--- config.mk ---
export PLATFORM = sky130hd
export DESIGN_NAME = size_attr_resolver
export DESIGN_NICKNAME = d
export VERILOG_FILES = /design/src/rtl/sar_pkg.sv /design/src/rtl/sar_default_sel.sv /design/src/rtl/sar_prefix_track.sv /design/src/rtl/sar_out_stage.sv /design/src/rtl/size_attr_resolver.sv
export SDC_FILE = /design/constraint.sdc
export NUM_CORES = 1
export LEC_CHECK = 0
export BUFFER_PORTS_ARGS = -buffer_cell sky130_fd_sc_hd__buf_2
export CORE_ASPECT_RATIO = 1.2
export CORE_UTILIZATION = 39
export DETAILED_ROUTE_END_ITERATION = 10
export GPL_TIMING_DRIVEN = 0
export HOLD_SLACK_MARGIN = 0.1
export MAX_ROUTING_LAYER = met4
export PLACE_DENSITY = 0.71
export SLEW_MARGIN = 20
export SYNTH_ARGS = -nofsm -noshare
export SYNTH_HDL_FRONTEND = slang
export SYNTH_SLANG_ARGS = --single-unit
--- constraint.sdc ---
create_clock -name clk -period 1.38 [get_ports clk]
set_clock_uncertainty 0.2 [all_clocks]
set_input_delay 0.276 -clock clk [delete_from_list [all_inputs] [get_ports clk]]
set_output_delay 0.276 -clock clk [all_outputs]
set_load 0.1 [all_outputs]
--- src/rtl/sar_pkg.sv ---
package sar_pkg;

  typedef enum logic [1:0] {
    MODE_REAL     = 2'b00,
    MODE_V86      = 2'b01,
    MODE_PROT     = 2'b10,
    MODE_PROT_ALT = 2'b11
  } cpu_mode_e;

  typedef struct packed {
    logic op32;
    logic addr32;
    logic stk32;
  } size_attr_t;

  localparam int unsigned NUM_PFX_KINDS = 2;
  localparam int unsigned PFX_IDX_OP    = 0;
  localparam int unsigned PFX_IDX_ADDR  = 1;

endpackage

--- src/rtl/sar_default_sel.sv ---
module sar_default_sel
  import sar_pkg::*;
(
  input  cpu_mode_e  mode,
  input  logic       code_d,
  input  logic       stack_b,
  output size_attr_t dflt
);

  logic prot_mode;

  always_comb begin
    prot_mode   = (mode == MODE_PROT) || (mode == MODE_PROT_ALT);
    dflt.op32   = prot_mode & code_d;
    dflt.addr32 = prot_mode & code_d;
    dflt.stk32  = prot_mode & stack_b;
  end

endmodule

--- src/rtl/sar_prefix_track.sv ---
module sar_prefix_track
  import sar_pkg::*;
#(
  parameter int unsigned           BYTE_W  = 8,
  parameter logic [BYTE_W-1:0]     OP_PFX  = 8'h66,
  parameter logic [BYTE_W-1:0]     AD_PFX  = 8'h67
) (
  input  logic                     clk,
  input  logic                     rst_n,
  input  logic                     byte_fire,
  input  logic [BYTE_W-1:0]        byte_in,
  output logic                     is_pfx,
  output logic [NUM_PFX_KINDS-1:0] flip
);

  localparam logic [NUM_PFX_KINDS-1:0][BYTE_W-1:0] PFX_CODES = {AD_PFX, OP_PFX};

  logic [NUM_PFX_KINDS-1:0] match;
  logic [NUM_PFX_KINDS-1:0] flag_d;
  logic [NUM_PFX_KINDS-1:0] flag_q;

  for (genvar k = 0; k < NUM_PFX_KINDS; k++) begin : g_kind
    always_comb begin
      match[k] = (byte_in == PFX_CODES[k]);
    end
  end

  always_comb begin
    is_pfx = |match;
  end

  for (genvar k = 0; k < NUM_PFX_KINDS; k++) begin : g_next
    always_comb begin
      flag_d[k] = flag_q[k];
      if (byte_fire) begin
        if (match[k]) begin
          flag_d[k] = 1'b1;
        end else if (!is_pfx) begin
          flag_d[k] = 1'b0;
        end
      end
    end
  end

  always_ff @(posedge clk or negedge rst_n) begin
    if (!rst_n) begin
      flag_q <= '0;
    end else begin
      flag_q <= flag_d;
    end
  end

  always_comb begin
    flip = flag_q;
  end


  repeat_pfx_keep_chk: assert property (@(posedge clk) disable iff (!rst_n)
    (byte_fire && match[PFX_IDX_OP] && flag_q[PFX_IDX_OP]) |=> flag_q[PFX_IDX_OP]);


  flags_clear_chk: assert property (@(posedge clk) disable iff (!rst_n)
    (byte_fire && !is_pfx) |=> (flag_q == '0));

endmodule

--- src/rtl/sar_out_stage.sv ---
module sar_out_stage
  import sar_pkg::*;
#(
  parameter int unsigned BYTE_W = 8
) (
  input  logic              clk,
  input  logic              rst_n,
  input  logic              load,
  input  logic [BYTE_W-1:0] load_byte,
  input  size_attr_t        load_attr,
  input  logic              out_ready,
  output logic              can_accept,
  output logic              out_valid,
  output logic [BYTE_W-1:0] out_byte,
  output size_attr_t        out_attr
);

  logic              valid_d, valid_q;
  logic [BYTE_W-1:0] byte_q;
  size_attr_t        attr_q;

  always_comb begin
    can_accept = !valid_q || out_ready;
    valid_d    = valid_q;
    if (load) begin
      valid_d = 1'b1;
    end else if (out_ready) begin
      valid_d = 1'b0;
    end
  end

  always_ff @(posedge clk or negedge rst_n) begin
    if (!rst_n) begin
      valid_q <= 1'b0;
    end else begin
      valid_q <= valid_d;
    end
  end

  always_ff @(posedge clk or negedge rst_n) begin
    if (!rst_n) begin
      byte_q <= '0;
      attr_q <= '0;
    end else if (load) begin
      byte_q <= load_byte;
      attr_q <= load_attr;
    end
  end

  always_comb begin
    out_valid = valid_q;
    out_byte  = byte_q;
    out_attr  = attr_q;
  end


  stall_hold_chk: assert property (@(posedge clk) disable iff (!rst_n)
    (valid_q && !out_ready) |=> (valid_q && $stable(byte_q) && $stable(attr_q)));


  drain_chk: assert property (@(posedge clk) disable iff (!rst_n)
    (valid_q && out_ready && !load) |=> !valid_q);

endmodule

--- src/rtl/size_attr_resolver.sv ---
module size_attr_resolver
  import sar_pkg::*;
#(
  parameter int unsigned           BYTE_W = 8,
  parameter logic [BYTE_W-1:0]     OP_PFX = 8'h66,
  parameter logic [BYTE_W-1:0]     AD_PFX = 8'h67
) (
  input  logic              clk,
  input  logic              rst_n,
  input  logic [1:0]        cpu_mode,
  input  logic              code_dbit,
  input  logic              stack_bbit,
  input  logic              in_valid,
  input  logic [BYTE_W-1:0] in_byte,
  output logic              in_ready,
  output logic              out_valid,
  output logic [BYTE_W-1:0] out_byte,
  output logic              out_op32,
  output logic              out_addr32,
  output logic              out_stk32,
  input  logic              out_ready
);

  size_attr_t               dflt;
  size_attr_t               resolved;
  size_attr_t               held_attr;
  logic [NUM_PFX_KINDS-1:0] flip;
  logic                     is_pfx;
  logic                     can_accept;
  logic                     byte_fire;
  logic                     load;

  sar_default_sel u_dflt (
    .mode    (cpu_mode_e'(cpu_mode)),
    .code_d  (code_dbit),
    .stack_b (stack_bbit),
    .dflt    (dflt)
  );

  sar_prefix_track #(
    .BYTE_W (BYTE_W),
    .OP_PFX (OP_PFX),
    .AD_PFX (AD_PFX)
  ) u_pfx (
    .clk       (clk),
    .rst_n     (rst_n),
    .byte_fire (byte_fire),
    .byte_in   (in_byte),
    .is_pfx    (is_pfx),
    .flip      (flip)
  );

  always_comb begin
    byte_fire       = in_valid && can_accept;
    load            = byte_fire && !is_pfx;
    resolved.op32   = dflt.op32   ^ flip[PFX_IDX_OP];
    resolved.addr32 = dflt.addr32 ^ flip[PFX_IDX_ADDR];
    resolved.stk32  = dflt.stk32;
  end

  sar_out_stage #(
    .BYTE_W (BYTE_W)
  ) u_out (
    .clk        (clk),
    .rst_n      (rst_n),
    .load       (load),
    .load_byte  (in_byte),
    .load_attr  (resolved),
    .out_ready  (out_ready),
    .can_accept (can_accept),
    .out_valid  (out_valid),
    .out_byte   (out_byte),
    .out_attr   (held_attr)
  );

  always_comb begin
    in_ready   = can_accept;
    out_op32   = held_attr.op32;
    out_addr32 = held_attr.addr32;
    out_stk32  = held_attr.stk32;
  end


  no_pfx_out_chk: assert property (@(posedge clk) disable iff (!rst_n)
    out_valid |-> ((out_byte != OP_PFX) && (out_byte != AD_PFX)));


  real_stack16_chk: assert property (@(posedge clk) disable iff (!rst_n)
    (load && !cpu_mode[1]) |=> !out_stk32);

endmodule

==> flow_results.org, run 1 <==
** Critical path
- Arr. time, crit path :: 1.07 ns
- The startpoint identified for the worst register-to-register timing path is u_out.out_valid.
- Crit path capture :: in_ready
- Tracing the worst setup path back leads to its startpoint at u_out.out_valid.
- Endpoint type of the worst setup path :: output pin
- STA puts the critical path data required time at 0.90 ns.
- Measured in cells, the most critical reg-to-reg path has a length of 4.
- Worst setup path category :: register to output pin
- In this run the critical register-to-register path is captured at u_out.out_byte[2].
- Critical Path Fanout Max :: 4
- Setup slack on the worst reg-to-reg path comes out at -0.15 ns.
- Startpoint type of the worst setup path :: register

** Final layout
- Share of cells above drive strength 1 :: 0.609
- Synth-to-Final Area Change :: 80.0%
- The number of antenna diodes in the final layout is 0.
- Area of all placed cells without fillers :: 1150 sq um
- Commonest non-fill, non-tap cells in the layout :: sky130_fd_sc_hd__buf_2 (14), sky130_fd_sc_hd__dfrtp_1 (13), sky130_fd_sc_hd__dlygate4sd3_1 (12), sky130_fd_sc_hd__mux2_4 (7), sky130_fd_sc_hd__buf_4 (7)
- The net count of the finished layout is 109.
- Most common library cell in the layout ignoring fill and taps :: sky130_fd_sc_hd__buf_2

** GRT
- Most Crowded Layer GR :: met2
- Largest net degree at the start of global routing :: 15
- The number of antenna violations at the first check in global routing was 0.
- For met3 alone, demand over resource in global routing was 0.0338.
- Met1 usage :: 0.209
- Global-route usage over all layers :: 0.194
- The number of global-route vias before repair came to 514.
- The first global-routing pass estimated 2170 um of wire.
- For this run, global-route usage on met2 was measured as 0.333.
- For this run the aggregate overflow at the end of global routing stands at 0.

** Detailed routing
- Wirelength, routed :: 1540 um
- The first detailed-routing pass took 4 iterations.
- In the routed design, unresolved DRC markers number 0.
- Overall via count from detail_route :: 528
- Initial DRC count :: 3
- Via density per instance :: 4.84
- Dividing the detail-routed wire length by the instance count gives 14.1 um.
- Antenna Nets Post-Route :: 0

** Hold path
- Min-delay worst type :: primary input to register
- Min-Delay Path Depth :: 4

** STA
- Setup slack on the critical path of the routed design comes to -0.167 ns.
- Final-report max-slew violation count :: 0
- Post-route minimum period :: 1.55 ns
- Measured against its own limit, the worst slew margin works out to 0.792.
- Setup violations remaining at the end of the flow were counted as 13.
- Final critical-path share of the clock period :: 1.12
- The count of endpoints failing hold in the final timing report came to 0.
- Setup Total Neg Slack :: -1.60 ns
- Setup repair after global routing missed its margin :: yes
- Static timing analysis puts the maximum clock frequency at 646 MHz.
- Slew of the pin with the lowest slew margin :: 0.312 ns

** Yosys
- Yosys warns :: 0
- Post-Synthesis Cell Area :: 638 sq um
- Fraction of the yosys area taken by sequential cells :: 0.549
- Count of mapped cells out of synthesis :: 42
- #FFs+latches synth :: 14
- The number of nets handed over by synthesis was 58.
- The number of different library cells used by synthesis comes to 17.
- Mean cell area of the mapped netlist :: 15.2 sq um

** Clocking
- For the worst-skew pair, the clock arrives at the later sink with an insertion delay of 0.28 ns.
- In this run the number of H-tree levels came out at 1.
- The tree is rooted in a sky130_fd_sc_hd__clkbuf_4.
- The longest clock path from root to sink contains 2 buffers.
- Buffers inserted during clock tree synthesis total 3.
- Clock-pin slew of the registers on the worst-case setup and hold paths :: 0.09 ns
- Clock tree from TritonCTS :: built
- The clock net in this run drives a total of 14 sinks.

** Die
- The initial utilization of the core area, before any placement, comes to 0.430.
- The initialized floorplan defines 15 standard-cell rows.
- Die height :: 46.3 um
- Chip width :: 38.9 um
- Core footprint :: 1480 sq um
- Ports :: 29
- The die covers 1800 sq um.

** Power and ir drop
- Worst-case vdd ir drop :: 894 uV
- Switching power :: 0.729 mW
- Of the total power, the share spent switching nets is 0.436.
- In this run the static leakage power is 0.567 nW.
- Sequential share of power :: 0.318
- Cell-internal power :: 0.943 mW
- Power spread over the standard cell area amounts to 1460 nW/um^2.
- The share of total power dissipated in combinational logic is 0.508.
- Power share of the clock group :: 0.174

** Place
- Summing all placed instances gives a cell area of 806 sq um.
- At the end of routability-driven placement, the weighted congestion stood at 0.595.
- In this run the tool buffered the top-level ports with 27 buffer cells.

** Job
- Max-cap violations in this run came to 0.

** Status
- Violations in the final reports :: setup timing
- Result of the run :: finished with violations
-- worst max-delay path, cell delays in order, from the launching register on --
cell and delay (ns):
sky130_fd_sc_hd__dfrtp_4 0.49, sky130_fd_sc_hd__nand2b_4 0.12, sky130_fd_sc_hd__buf_12 0.18
-- logic make-up after synthesis --
logic type | Yosys count | synth area share
flip-flops | 14 | 0.549
multiplexers | 11 | 0.233
AND/OR/NAND/NOR | 8 | 0.0765
AO/OA/AOI/OAI | 4 | 0.0785
buffers and inverters | 3 | 0.0353
XOR/XNOR | 2 | 0.0275
-- cell usage after synthesis --
cell type / n / share of area
sky130_fd_sc_hd__dfrtp_1: 14 / 0.55
sky130_fd_sc_hd__mux2_2: 3 / 0.053
sky130_fd_sc_hd__inv_1: 2 / 0.012
sky130_fd_sc_hd__o21a_1: 1 / 0.012
sky130_fd_sc_hd__o31ai_1: 1 / 0.012
sky130_fd_sc_hd__buf_8: 1 / 0.024
sky130_fd_sc_hd__xnor2_1: 2 / 0.027
sky130_fd_sc_hd__mux2_4: 7 / 0.16
sky130_fd_sc_hd__o311ai_4: 1 / 0.041
sky130_fd_sc_hd__and2_2: 1 / 0.012
sky130_fd_sc_hd__a31o_2: 1 / 0.014
sky130_fd_sc_hd__mux2i_1: 1 / 0.016
sky130_fd_sc_hd__nand2_1: 3 / 0.018
sky130_fd_sc_hd__nand2b_1: 1 / 0.0098
sky130_fd_sc_hd__and3_1: 1 / 0.0098
sky130_fd_sc_hd__nand2b_2: 1 / 0.014
sky130_fd_sc_hd__nand4b_1: 1 / 0.014
-- through the flow --
step                      worst slack (ns)  utilization  hold WS, ns  cells  power (mW)
final                               -0.167        0.775        0.162    109        1.67
after global routing                -0.190        0.775        0.187    109        1.72
after CTS                           -0.188        0.736        0.117    106        1.63
after detailed placement            -0.516        0.543      -0.0131     86        1.19
after global placement              -0.504        0.543      -0.0154     86        1.18
after floorplan                     -0.553            -       -0.220     42        1.08
-- state kept, by name, indices dropped and copies added, names as in the netlist --
name             count
u_out.out_valid      1
u_pfx.flip           2
u_out.out_attr       3
u_out.out_byte       8
-- per-layer routing --
metal / wire [um] / share of wire
met1: 609 / 0.40
met2: 833 / 0.54
met3: 79 / 0.051
met4: 14 / 0.0091
met5: 0 / 0
-- worst min path at each step --
stage	from	endpoint	slack, ns
global route	in_byte[5]	u_out.out_valid	0.19
floorplan	rst_n	u_out.out_attr[0]	-0.22
detailed placement	rst_n	u_out.out_byte[0]	-0.01
global placement	rst_n	u_out.out_attr[2]	-0.02
CTS	out_ready	u_out.out_valid	0.12
finish	in_byte[5]	u_out.out_valid	0.16
-- area by class of cell --
cell class                 count  area [sq um]
tap                           17          21.3
sequential                    14           354
clock buffer                   4          36.3
timing repair buffer          46           435
fill                          95           334
buffer                         1          15.0
inverter                       2          7.51
multi-input combinational     25           279
-- repair_timing --
item,4_1_cts,5_1_grt
endpoints found under the setup margin,25,21
hold buffers,12,0
pin swaps,1,1
gates resized for setup,30,9
hold endpoints to repair,24,0
setup buffers,4,3
-- power groups by stage --
stage	registers, mW	clock network, mW	logic [mW]
2_1_floorplan	0.932	0	0.144
3_3_place_gp	0.513	0	0.669
3_5_place_dp	0.515	0	0.676
4_1_cts	0.524	0.302	0.802
5_1_grt	0.537	0.310	0.878
6_report	0.532	0.291	0.849
Note: power is estimated with default switching activity, not from simulation.
==> run 2: changes to the inputs <==
--- a/config.mk
+++ b/config.mk
@@ -7,9 +7,9 @@
 export LEC_CHECK = 0
 export BUFFER_PORTS_ARGS = -buffer_cell sky130_fd_sc_hd__buf_2
 export CORE_ASPECT_RATIO = 1.2
+export CORE_MARGIN = 2
 export CORE_UTILIZATION = 39
 export DETAILED_ROUTE_END_ITERATION = 10
-export GPL_TIMING_DRIVEN = 0
 export HOLD_SLACK_MARGIN = 0.1
 export MAX_ROUTING_LAYER = met4
 export PLACE_DENSITY = 0.71
==> flow_results.org, run 2 (synthesis gave the netlist of run 1 again) <==
** Status
- Result of the run :: finished with violations
- The checks that failed: setup timing.

** Power and ir drop
- Combinational Power Share :: 0.533 (+0.025)
- Cell-internal power :: 1.04 mW (+10%)
- The clock network fraction of total power came to 0.165 (-0.009).
- The sequential power share is 0.302 (-0.016).
- Leakage power total :: 0.616 nW (+8.6%)
- Net switching share of the total power :: 0.422 (-0.0143)
- Switching power :: 0.757 mW (+3.9%)
- Worst-case vdd ir drop :: 950 uV (+6.2%)
- The ratio of total power to cell area was 1420 nW/um^2 (-2.2%).
- Final total power :: 1.80 mW (+7.4%)

** STA
- The time the worst path needs with I/O delays and setup came to 1.59 ns (+0.0474 ns).
- Max Fclk :: 627 MHz (-3.0%)
- Setup repair after global routing missed its margin :: yes
- Slew of the pin with the lowest slew margin :: 0.327 ns (+0.0147 ns)
- Final critical-path share of the clock period :: 1.16 (+0.0344)
- The number of pins exceeding their max-slew limit in the final report is 0 (unchanged).
- The count of endpoints failing hold in the final timing report came to 0 (unchanged).
- Final setup slack of the worst path :: -0.215 ns (-0.0474 ns)
- Total of endpoints with negative setup slack in the final report :: 15 (+2)
- The headroom to the max-slew limit is 0.782 (-0.00982).

** Critical path
- The slack of the worst reg-to-reg path is -0.18 ns (-0.03 ns).
- The most critical setup path has its startpoint at u_out.out_valid.
- Number of cells on the worst reg-to-reg path :: 5 (+1)
- CP required :: 0.90 ns (about the same)
- The cell count along the critical path is 3 (+1).
- The critical path data arrival time came to 1.12 ns (+0.05 ns).
- Startpoint type of the worst setup path :: register
- Endpoint type of the worst setup path :: output pin
- The delay of the slowest cell on the worst path was 0.49 ns (about the same).
- The worst register-to-register path ends at u_out.out_byte[7].
- The worst register-to-register path begins at u_out.out_valid.
- On the critical path, the stage with the largest delay is an instance of sky130_fd_sc_hd__dfrtp_4.
- Following the worst setup path forward leads to its endpoint at in_ready.
- Buffers plus inverters on the worst setup path :: 2 (+1)
- The signal on the critical path passes through nand2b_4 -> buf_6 -> buf_12.
- Category of cells accounting for the largest share of critical-path delay :: flip-flops
- The critical path is of the register to output pin type.
- The highest net fanout along the worst path was 2 (-2).

** Final layout
- The share of post-route cells with drive strength above 1 is 0.632 (+0.0229).
- Area of the multi-input gates :: 288 sq um (+3.1%)
- Flip-flop count of the largest register, all copies and words added :: 8 (unchanged)
- Net count of the finished layout :: 112 (+2.8%)
- Commonest non-fill, non-tap cells in the layout :: sky130_fd_sc_hd__buf_2 (14), sky130_fd_sc_hd__buf_12 (14), sky130_fd_sc_hd__dfrtp_1 (13), sky130_fd_sc_hd__dlygate4sd3_1 (11), sky130_fd_sc_hd__buf_4 (8)
- The area occupied by registers came to 354 sq um (unchanged).
- The final core area utilization is 0.798 (+0.0236).
- The antenna cell count is 0 (unchanged).
- Fill cells :: 87 (-8.4%)
- From synthesis to final layout, the design area changed by 97.8%.

** GRT
- The number of antenna violations at the first check in global routing came to 0 (unchanged).
- The largest net degree at the start of global routing is 15 (unchanged).
- The number of global-route vias before repair is 560 (+8.9%).
- First-pass GRT wire length :: 2520 um (+16%)
- The total congestion overflow after global routing came to 0 (unchanged).
- The aggregate global-route resource usage came to 0.199 (+0.00499).

** Detailed routing
- The total detailed-routing wirelength is 1750 um (+14%).
- Via density per instance :: 4.88 (+0.66%)
- Number of detailed-route iterations in the first pass :: 4 (unchanged)
- Average wire length per cell after detail routing :: 15.5 um (+10%)
- The number of vias after detailed routing came to 551 (+4.4%).
- The post-route antenna net violation count came to 0 (unchanged).
- DRC violation count after routing :: 0 (unchanged)
- Initial DRC count :: 7 (+4)

** Clocking
- Clock insertion delay at the later pin of the skew report :: 0.28 ns (about the same)
- Clock tree from TritonCTS :: built
- Number of buffers on the longest clock path :: 2 (unchanged)
- The number of buffers created by CTS was 3 (unchanged).
- The tree is rooted in a sky130_fd_sc_hd__clkbuf_4.
- Clock-pin slew of the registers on the worst-case setup and hold paths :: 0.09 ns (about the same)
- The total clock sinks is 14 (unchanged).
- Deepest level of the CTS H-tree :: 1 (unchanged)

** Die
- Die height :: 48.3 um (+4.3%)
- DIE AREA :: 1980 sq um (+9.7%)
- Core footprint :: 1580 sq um (+6.7%)
- Chip width :: 40.9 um (+5.1%)
- Ports :: 29 (unchanged)
- Initial Utilization :: 0.403 (-0.0269)
- Number of cell rows :: 16 (+1)

** Place
- Placed wire-length estimate after detailed placement :: 1080 um
- Worst Setup Slack post-DPL :: -0.458 ns (+0.0579 ns)
- The count of buffers from port buffering came to 27 (unchanged).
- The last weighted congestion value of the routability-driven placer is 0.678 (+14%).

** Hold path
- Min-delay worst type :: primary input to register

** Job
- The max-cap check violation count is 0 (unchanged).
## run 2: cell count changes in the layout (fill, tap and decap cells not counted), sizes merged
| cell | before | now |
|---|---|---|
| dlygate4sd3 | 12 | 11 |
| buf | 35 | 39 |
## run 2: worst reg2reg max path, cell delays in order, from the launching register on
cell                       delay (ns)
sky130_fd_sc_hd__dfrtp_4         0.49
sky130_fd_sc_hd__nand2b_4        0.08
sky130_fd_sc_hd__buf_4           0.12
sky130_fd_sc_hd__o311ai_4        0.10
sky130_fd_sc_hd__buf_12          0.17
sky130_fd_sc_hd__mux2_4          0.29
## run 2: final cells by class
class	instances	area share
clock buffers	4	0.0287
inverters	2	0.00595
multi-input cells	25	0.228
flip-flops and latches	14	0.280
well taps	18	0.0178
repair buffers	50	0.439
## run 2: per-stage QoR
stage | area (sq um) | setup TNS (ns) | hold slack [ns] | instances
2_1_floorplan | 649 | -6.20 | -0.220 | 42
3_5_place_dp | 1040 | -5.13 | -0.0149 | 92
5_1_grt | 1260 | -2.76 | 0.175 | 113
3_3_place_gp | 1040 | -4.51 | -0.0175 | 92
4_1_cts | 1210 | -2.09 | 0.163 | 109
6_report | 1260 | -2.44 | 0.169 | 113
## run 2: per-layer routing
layer  vias up  GRT usage  wire length, um
li1        255          -                -
met1       272      0.224              618
met2        18      0.323             1010
met3         6     0.0275               72
met4         0      0.100               51
met5         -          -                0
## run 2: what timing repair did
item / 4_1_cts / 5_1_grt
gates resized for setup: 3 / 3
cloned: 0 / 0
endpoints found under the hold margin: 23 / 0
setup buffers: 2 / 4
setup endpoints to repair: 13 / 22
hold buffers: 11 / 0
pin swaps: 1 / 0
## run 2: worst min-delay path by stage
stage	from	cells after the start	endpoint
global placement	rst_n	1	u_out.out_attr[2]
detailed placement	rst_n	1	u_out.out_byte[0]
finish	in_byte[4]	3	u_out.out_byte[4]
global route	in_byte[4]	3	u_out.out_byte[4]
CTS	in_byte[4]	3	u_out.out_byte[4]
floorplan	rst_n	0	u_out.out_attr[0]
## run 2: power by group through the flow
stage | Combinational (mW) | Clock, mW | Sequential, mW
2_1_floorplan | 0.144 | 0 | 0.932
3_3_place_gp | 0.873 | 0 | 0.549
3_5_place_dp | 0.882 | 0 | 0.553
4_1_cts | 0.918 | 0.305 | 0.545
5_1_grt | 0.986 | 0.315 | 0.550
6_report | 0.957 | 0.296 | 0.543
==> run 3: changes to the inputs <==
==> constraint.sdc (replaced) <==
create_clock -name clk -period 1.38 [get_ports clk]
set_clock_uncertainty 0.2 [all_clocks]
set_input_delay 0.207 -clock clk [delete_from_list [all_inputs] [get_ports clk]]
set_output_delay 0.207 -clock clk [all_outputs]
set_load 0.1 [all_outputs]
==> flow_results.org, run 3 (synthesis gave the netlist of run 1 again) <==
** Status
- The run finished, with violations left.
- The final reports fail on setup timing.

** Place
- The last weighted congestion value of the routability-driven placer was 0.677 (about the same).
- Instance count after placement with tap cells included :: 91 (-1.1%)
- Placed wire-length estimate after detailed placement :: 1130 um (+3.9%)
- IO Port Bufs :: 27 (unchanged)

** Critical path
- Worst setup path category :: register to output pin
- Endpoint type of the worst setup path :: output pin
- Arr. time, crit path :: 1.16 ns (+0.04 ns)
- STA classifies the critical path startpoint as a register.
- Critical Path Fanout Max :: 2 (unchanged)
- CP required :: 0.97 ns (+0.07 ns)
- R2r setup slk :: -0.14 ns (+0.04 ns)

** Final layout
- Flip-flop count of the largest register, all copies and words added :: 8 (unchanged)
- Core utilization of the finished layout :: 0.777 (-0.0214)
- Net count of the finished layout :: 108 (-3.6%)
- Number of diodes :: 0 (unchanged)
- The share of post-route cells with drive strength above 1 was 0.593 (-0.0382).
- The number of standard cells in the final layout excluding fillers came to 109 (-3.5%).
- In the layout the commonest cells are sky130_fd_sc_hd__buf_2 (14), sky130_fd_sc_hd__buf_12 (14), sky130_fd_sc_hd__dfrtp_1 (13), sky130_fd_sc_hd__dlygate4sd3_1 (12), sky130_fd_sc_hd__mux2_4 (7).
- The combined area of the multi-input logic cells was 288 sq um (unchanged).
- Synth-to-Final Area Change :: 92.5%
- Area occupied by registers :: 354 sq um (unchanged)
- Fill cells :: 99 (+14%)

** Power and ir drop
- Leakage power total :: 0.591 nW (-4.0%)
- The sequential power share was 0.316 (+0.014).
- Combinational Power Share :: 0.540 (+0.007)
- Switching power :: 0.748 mW (-1.2%)
- The worst vdd rail ir drop came to 947 uV (-0.28%).
- Cell-internal power :: 0.970 mW (-6.6%)
- Power per unit of standard cell area :: 1400 nW/um^2 (-1.7%)
- The fraction of power spent switching nets is 0.435 (+0.0139).
- The sum of internal, switching and leakage power was 1.72 mW (-4.3%).
- The clock network fraction of total power is 0.144 (-0.021).

** Detailed routing
- The detail-routed net length per standard cell is 14.7 um (-5.2%).
- DRC violation count after routing :: 0 (unchanged)
- The via count normalized by instance count is 4.94 (+1.2%).
- Overall via count from detail_route :: 538 (-2.4%)
- Initial DRC count :: 8 (+1)
- Number of detailed-route iterations in the first pass :: 4 (unchanged)
- Wirelength, routed :: 1600 um (-8.6%)
- The post-route antenna net violation count is 0 (unchanged).

** Die
- The x dimension of the die is 40.9 um (unchanged).
- Core footprint :: 1580 sq um (unchanged)
- The floorplan die area came to 1980 sq um (unchanged).
- Number of cell rows :: 16 (unchanged)
- The height of the die came to 48.3 um (unchanged).
- The effective utilization at floorplan was 0.403 (unchanged).
- The number of I/O pins is 29 (unchanged).

** STA
- The time the worst path needs with I/O delays and setup came to 1.57 ns (-0.0293 ns).
- Setup repair after global routing missed its margin :: yes
- Worst hold margin :: 0.104 ns (-0.0650 ns)
- Final setup slack of the worst path :: -0.185 ns (+0.0293 ns)
- The headroom to the max-slew limit was 0.789 (+0.00716).
- The actual slew at the worst max-slew pin is 0.316 ns (-0.0107 ns).
- Total of endpoints with negative setup slack in the final report :: 15 (unchanged)
- The number of pins exceeding their max-slew limit in the final report is 0 (unchanged).
- The count of endpoints failing hold in the final timing report is 0 (unchanged).
- The final total negative setup slack came to -1.54 ns (+0.899 ns).
- Final critical-path share of the clock period :: 1.13 (-0.0212)
- Max Fclk :: 639 MHz (+1.9%)

** Job
- The max-cap check violation count was 0 (unchanged).

** Clocking
- The cell sitting at the root of the clock tree is a sky130_fd_sc_hd__clkbuf_4.
- Clock insertion delay at the later pin of the skew report :: 0.28 ns (about the same)
- Number of buffers on the longest clock path :: 2 (unchanged)
- TritonCTS buffer count :: 3 (unchanged)
- The clock-pin slew of the registers on the worst-case setup and hold paths came to 0.09 ns (about the same).
- CTS sink count :: 14 (unchanged)
- The H-tree depth reported by CTS came to 1 (unchanged).
- Clock tree from TritonCTS :: built

** GRT
- First-pass GRT wire length :: 2500 um (-0.56%)
- Remaining global-route overflow :: 0 (unchanged)
- Largest net degree at the start of global routing :: 15 (unchanged)
- Vias in the first global route :: 564 (+0.71%)
- The number of antenna violations at the first check in global routing came to 0 (unchanged).
- The aggregate global-route resource usage came to 0.192 (-0.00701).

** Hold path
- Min-delay worst type :: primary input to register
==> run 3: cell types whose count changed in the layout (fill, tap and decap cells not counted) <==
cell,previous run,this run
sky130_fd_sc_hd__clkbuf_8,1,0
sky130_fd_sc_hd__clkbuf_1,0,1
sky130_fd_sc_hd__buf_4,8,2
sky130_fd_sc_hd__buf_6,3,4
sky130_fd_sc_hd__dlygate4sd3_1,11,12
==> run 3: final cells by class <==
class / instances / area share
timing repair buffer: 46 / 0.432
multi-input combinational: 25 / 0.234
clock buffer: 4 / 0.0214
tap: 18 / 0.0183
sequential: 14 / 0.288
inverter: 2 / 0.00611
==> run 3: what timing repair did <==
item                                   4_1_cts  5_1_grt
setup buffers                                1        1
gates resized for setup                      4        3
pin swaps                                    1        1
setup endpoints to repair                   13       15
hold buffers                                12        0
endpoints found under the hold margin       24        0
==> run 3: worst max-delay path, cell delays in order (launching register included) <==
cell and delay, ns:
sky130_fd_sc_hd__dfrtp_4 0.50, sky130_fd_sc_hd__nand2b_4 0.10, sky130_fd_sc_hd__buf_6 0.11, sky130_fd_sc_hd__buf_12 0.16
==> run 3: final timing paths <==
kind,start,to,depth (start not counted)
worst max-delay path,u_out.out_valid,in_ready,3
worst min-delay path,in_byte[5],u_out.out_valid,4
worst max register to register,u_out.out_valid,u_pfx.flip[0],6
worst min register to register,u_pfx.flip[1],u_pfx.flip[1],1
max in group asynchronous,rst_n,u_out.out_valid,2
min in group asynchronous,rst_n,u_out.out_byte[0],2
==> run 3: routing by layer <==
metal	GRT usage	wire [um]	vias to the layer above
met5	-	0	-
met4	0.0778	19	0
met3	0.0367	79	4
met2	0.320	949	20
met1	0.209	553	266
li1	-	-	248
==> run 3: per-stage QoR <==
step / area, sq um / setup WS, ns
after floorplan: 649 / -0.553
after global placement: 1040 / -0.333
after detailed placement: 1040 / -0.391
after CTS: 1200 / -0.174
after global routing: 1230 / -0.206
final: 1230 / -0.185
==> run 3: power groups by stage <==
stage                     sequential (mW)  combinational (mW)  clock, mW
after global routing                0.551               0.956      0.264
after floorplan                     0.932               0.144          0
final                               0.543               0.928      0.247
after global placement              0.549               0.871          0
after detailed placement            0.552               0.882          0
after CTS                           0.544               0.920      0.241
